[config.mk]
export PLATFORM = sky130hd
export DESIGN_NAME = mcpwm_level_sel
export DESIGN_NICKNAME = d
export VERILOG_FILES = /design/src/rtl/mcpwm_level_sel.sv
export SDC_FILE = /design/constraint.sdc
export NUM_CORES = 1
export LEC_CHECK = 0
export BUFFER_PORTS_ARGS = -buffer_cell sky130_fd_sc_hd__buf_2
export CAP_MARGIN = 40
export CORE_UTILIZATION = 25
export DETAILED_ROUTE_END_ITERATION = 8
export PLACE_DENSITY_LB_ADDON = 0.25
export SETUP_SLACK_MARGIN = 0.15
export SLEW_MARGIN = 10
export SYNTH_ARGS = -nofsm -noshare
export SYNTH_HDL_FRONTEND = slang
export SYNTH_SLANG_ARGS = --single-unit
[constraint.sdc]
create_clock -name clk_i -period 16.76 [get_ports clk_i]
set_input_delay 0 -clock clk_i [delete_from_list [all_inputs] [get_ports clk_i]]
set_output_delay 0 -clock clk_i [all_outputs]
set_load 0.05 [all_outputs]
[src/rtl/mcpwm_level_sel.sv]
module mcpwm_level_sel #(
  parameter int REF_W = 16,
  parameter int CNT_W = 12
) (
  input  logic                    clk_i,
  input  logic                    rst_ni,
  input  logic signed [REF_W-1:0] ref_i,
  input  logic [CNT_W-1:0]        half_per_i,
  input  logic [1:0]              mode_i,
  output logic [11:0]             gate_o,
  output logic [2:0]              level_o
);
  localparam int CW = ((REF_W > CNT_W + 3) ? REF_W : CNT_W + 3) + 1;
  localparam logic [CNT_W-1:0] ONE = 1;

  logic [CNT_W-1:0] cnt, hpe;
  logic up;
  logic [1:0] mode_q;
  logic wrap;
  logic signed [CW-1:0] hs, ts, rs;
  logic [2:0] lvl;

  assign hpe  = (half_per_i == '0) ? ONE : half_per_i;
  assign wrap = !up && (cnt == ONE);
  assign hs   = $signed({{(CW-CNT_W){1'b0}}, hpe});
  assign ts   = $signed({{(CW-CNT_W){1'b0}}, cnt});
  assign rs   = $signed({{(CW-REF_W){ref_i[REF_W-1]}}, ref_i});

  always_ff @(posedge clk_i or negedge rst_ni) begin
    if (!rst_ni) begin
      cnt    <= '0;
      up     <= 1'b1;
      mode_q <= 2'd0;
    end else begin
      if (wrap) mode_q <= mode_i;
      if (up) begin
        if (cnt >= hpe) begin
          cnt <= cnt - ONE;
          up  <= 1'b0;
        end else begin
          cnt <= cnt + ONE;
          up  <= (cnt + ONE) < hpe;
        end
      end else begin
        cnt <= cnt - ONE;
        up  <= (cnt == ONE);
      end
    end
  end

  always_comb begin
    logic signed [CW-1:0] car;
    logic inv;
    lvl = 3'd0;
    car = '0;
    inv = 1'b0;
    for (int k = 0; k < 6; k++) begin
      inv = (mode_q == 2'd1 && k < 3) || (mode_q == 2'd2 && k[0]);
      car = $signed(CW'(k - 3)) * hs + (inv ? (hs - ts) : ts);
      if (rs >= car) lvl = 3'(k + 1);
    end
  end

  function automatic logic [11:0] pattern(input logic [2:0] l);
    logic [11:0] g;
    int v;
    g = '0;
    v = int'(l) - 3;
    for (int i = 0; i < 3; i++) begin
      if (v > i)       g[4*i +: 4] = 4'b1001;
      else if (v < -i) g[4*i +: 4] = 4'b0110;
      else             g[4*i +: 4] = 4'b0011;
    end
    return g;
  endfunction

  always_ff @(posedge clk_i or negedge rst_ni) begin
    if (!rst_ni) begin
      gate_o  <= '0;
      level_o <= 3'd0;
    end else begin
      gate_o  <= pattern(lvl);
      level_o <= lvl;
    end
  end

  AST_MODE_HOLD: assert property (@(posedge clk_i) disable iff (!rst_ni)
    !wrap |=> $stable(mode_q));
  AST_CNT_STEP: assert property (@(posedge clk_i) disable iff (!rst_ni)
    1'b1 |=> (cnt == $past(cnt) + ONE) || (cnt == $past(cnt) - ONE));
  AST_LEVEL_RANGE: assert property (@(posedge clk_i) disable iff (!rst_ni)
    level_o <= 3'd6);
  AST_NO_SHOOT: assert property (@(posedge clk_i) disable iff (!rst_ni)
    (gate_o & (gate_o >> 2) & 12'h333) == 12'h000);
  AST_SIX_ON: assert property (@(posedge clk_i) disable iff (!rst_ni)
    $past(rst_ni) |-> $countones(gate_o) == 6);
  AST_RESET_OFF: assert property (@(posedge clk_i)
    !rst_ni |-> gate_o == 12'h000 && level_o == 3'd0);
endmodule

==> reports/qor.json <==
{
  "grt": {
    "number_of_global_route_vias_before_repair": 7353,
    "grt_max_degree": 30,
    "globalRouteOverflowTotal": 0,
    "number_of_antenna_violations_at_the_first_check_in_global_routing": 0,
    "grt_first_pass_wirelength_um": 43400,
    "groute.usage.overall_pct": 15.8
  },
  "drt": {
    "dr.first_iter.drc_count": 440,
    "wl_um": 28000,
    "route.detailed.wl_per_inst_um": 17.9,
    "detail-route-antenna-nets": 0,
    "detail_route.first_pass.iterations": 5,
    "drc_errors": 0,
    "routed_via_density": 4.96,
    "via_count_of_the_routed_design": 7790
  },
  "worst_setup_path": {
    "worst_reg2reg_startpoint": "cnt[0]$_DFF_PN0_",
    "worst_stage_delay_on_the_critical_path_ns": 0.54,
    "startpoint_type": "input pin",
    "timing.rr.end": "gate_o[10]$_DFF_PN0_",
    "arrival_ns": 7.35,
    "critPathCapture": "gate_o[10]$_DFF_PN0_",
    "worst_path_max_delay_cell": "fa_1",
    "worstSetupPathType": "in -> reg",
    "path_buf_inv": 5,
    "worst_setup_path_end_kind": "register",
    "timing.critical_path.depth": 35,
    "worstRegToRegCells": 30,
    "crit_required_ns": 16.93,
    "path_max_fanout": 8,
    "worst-r2r-setup-slack_ns": 9.91,
    "critical-path-top-cell-by-count": "a21oi_1",
    "path_delay_family": "compound AO/OA/AOI/OAI gates",
    "crit_start": "half_per_i[2]"
  },
  "power": {
    "leakage_nw": 4.56,
    "sequentialPowerShare_pct": 7.1,
    "total_internal_power_mw": 0.704,
    "p_comb_share_pct": 86.7,
    "clkPwrFrac_pct": 6.2,
    "sw_frac_of_total_pct": 54.8,
    "p_per_area_nw_per_um2": 163,
    "peakVddDrop_mv": 0.0569,
    "power_switching_mw": 0.854
  },
  "synthesis": {
    "number_of_synthesized_flops_with_an_enable_pin": 0,
    "synthTopCellsByCount": "ha_1, inv_1, a21oi_1",
    "yosys.area_share.xor_xnor_pct": 9.44,
    "synth_cell_type_count": 75,
    "synth_compound_gate_area_share_pct": 21.6,
    "synth_top_cell_by_area": "ha_1",
    "synth_top_area_share_pct": 31.1,
    "syn-num-nets": 1356,
    "yosysWarningCount": 0,
    "area_of_the_mapped_netlist_um2": 8720,
    "ys_ff_latch": 29,
    "async_reset_ff_share_pct": 100,
    "synth_top_family_by_area": "adder cells",
    "synth.area.top_cells": "ha_1, dfrtp_1, xnor2_1",
    "synth_top_flop_cell": "dfrtp_1",
    "synth.area.mux_share_pct": 4.25,
    "synth_adder_area_share_pct": 35.0,
    "synth-simple-area-share_pct": 14.3,
    "synth.most_common_cell": "ha_1",
    "syn_area_per_cell_um2": 8.00,
    "syn-instance-count": 1090,
    "synth_sequential_area_ratio_pct": 8.34
  },
  "finish": {
    "regArea_um2": 727,
    "area_delta_synth_final_pct": 9.76,
    "post_route_cells_drive_above_1_share_pct": 7.98,
    "area_of_combinational_cells_with_multiple_inputs_um2": 7390,
    "finalCoreUtilization_pct": 27.8,
    "design.final.nets": 1380,
    "fillers": 3804,
    "antenna_cells": 0
  },
  "status": {
    "outcome": "completed"
  },
  "timing": {
    "timing.slew.headroom_pct": 42.4,
    "hold_viol_final": 0,
    "final_min_period_over_clock_period_pct": 42.9,
    "tightest_slew_ns": 0.856,
    "finalMaxSlewViolations": 0,
    "timing.final.setup_violations": 0,
    "post-route-min-period_ns": 7.19,
    "final.setup.tns_ns": 0,
    "grt_setup_unrepaired": "no",
    "fmax_mhz": 139,
    "worst_clock_skew_ns": 0.00682
  },
  "clocking": {
    "tritoncts": "done",
    "postCtsSetupBuffers": 0,
    "numCtsBuffers": 5,
    "cts_max_path_buffers": 2,
    "cts_repair_resize_count": 0,
    "cts_hold_buf": 3,
    "clk_pin_slew_ns": 0.05,
    "htree_levels": 2,
    "clock_sink_count": 29,
    "clock-root-buffer": "clkbuf_16",
    "clkLatencyLatePin_ns": 0.28
  },
  "placed_design": {
    "port_buffers": 46,
    "finalWeightedCongestion": 0.869,
    "place_hpwl_um": 23900
  },
  "floorplan": {
    "number_of_core_rows": 68,
    "core_area_um2": 34500,
    "die_w_um": 189,
    "design.portCount": 47,
    "initial_core_utilization_pct": 25.3,
    "floorplan.die.height_um": 189,
    "die_area_um2": 35600
  },
  "hold_path": {
    "worst_hold_path_type": "in -> reg",
    "min-delay-start": "ref_i[15]"
  },
  "run": {
    "cap_violations": 0
  }
}
==> worst min-delay path by stage <==
stage                                      to  slack (ns)  cells past startpoint
after floorplan              cnt[0]$_DFF_PN0_       -0.30                      0
after global placement    gate_o[9]$_DFF_PN0_        0.09                      1
after detailed placement  gate_o[9]$_DFF_PN0_        0.08                      1
after CTS                 gate_o[5]$_DFF_PN0_        0.25                      3
after global routing      gate_o[5]$_DFF_PN0_        0.28                      3
final                     gate_o[5]$_DFF_PN0_        0.25                      3
==> worst register-to-register path, delay by kind of cell, from the launching register on <==
kind,cells,cell delay (ns)
xor gates and xnor gates,2,0.42
buffers and inverters,3,0.20
and+or+nand+nor,5,0.71
adders and majority gates,7,2.44
DFF,1,0.52
AOI/OAI and AO/OA,13,2.43
==> cell type report <==
type,count,share of cell area (%)
clock buffers,7,1.60
clock inverters,1,0.0523
inverters,119,4.67
multi-input cells,907,77.2
flip-flops and latches,29,7.60
well taps,455,5.95
repair buffers,52,2.96
==> power by group through the flow <==
| stage | registers (mW) | logic, mW | clock network (mW) |
|---|---|---|---|
| 6_report | 0.111 | 1.35 | 0.0973 |
| 5_1_grt | 0.114 | 1.52 | 0.103 |
| 4_1_cts | 0.111 | 1.34 | 0.0993 |
| 3_5_place_dp | 0.112 | 1.33 | 0 |
| 3_3_place_gp | 0.112 | 1.32 | 0 |
| 2_1_floorplan | 0.118 | 0.999 | 0 |
==> layer usage <==
metal / share of wire [%] / vias up / global-route usage, %
met4: 1.7 / 0 / 3.10
met3: 4.4 / 27 / 1.36
met2: 42 / 192 / 24.3
met5: 0 / - / 0
li1: - / 3949 / -
met1: 52 / 3622 / 23.6
==> kinds of logic (layout without fill, tap and decap cells) <==
family | Yosys count | after routing
adders and majority gates | 234 | 234
xor gates and xnor gates | 94 | 94
muxes | 35 | 35
DFF | 29 | 29
and+or+nand+nor | 250 | 250
AOI/OAI and AO/OA | 293 | 293
buffers and inverters | 154 | 179
other | 1 | 1
==> state kept, by name, summed over array words and instances, names as in the netlist <==
register	flops
cnt	12
gate_o	12
level_o	2
mode_q	2
up	1
==> placed cells by master (no fill, tap or decap), types with 19 or more instances in the layout <==
| cell type | synthesis | layout |
|---|---|---|
| inv_1 | 117 | 117 |
| o21a_1 | 19 | 19 |
| mux2i_1 | 19 | 19 |
| o21ai_0 | 57 | 57 |
| xor2_1 | 32 | 32 |
| dfrtp_1 | 28 | 28 |
| xnor2_1 | 62 | 62 |
| a21oi_1 | 93 | 93 |
| buf_2 | 9 | 46 |
| nand2_1 | 49 | 49 |
| nand3_1 | 28 | 28 |
| nor2_1 | 64 | 64 |
| ha_1 | 217 | 217 |
| a21o_1 | 24 | 24 |
==> stage by stage <==
step / setup WS [ns] / std cells / power [mW] / hold slack [ns] / cell area (um^2)
after floorplan: 10.71 / 1090 / 1.12 / -0.296 / 8720
after CTS: 9.58 / 1570 / 1.55 / 0.246 / 9570
after global routing: 8.95 / 1570 / 1.73 / 0.275 / 9570
final: 9.57 / 1570 / 1.56 / 0.248 / 9570
after detailed placement: 9.32 / 1559 / 1.44 / 0.0838 / 9380
after global placement: 9.54 / 1559 / 1.43 / 0.0854 / 9380
Note: power is estimated with default switching activity, not from simulation.
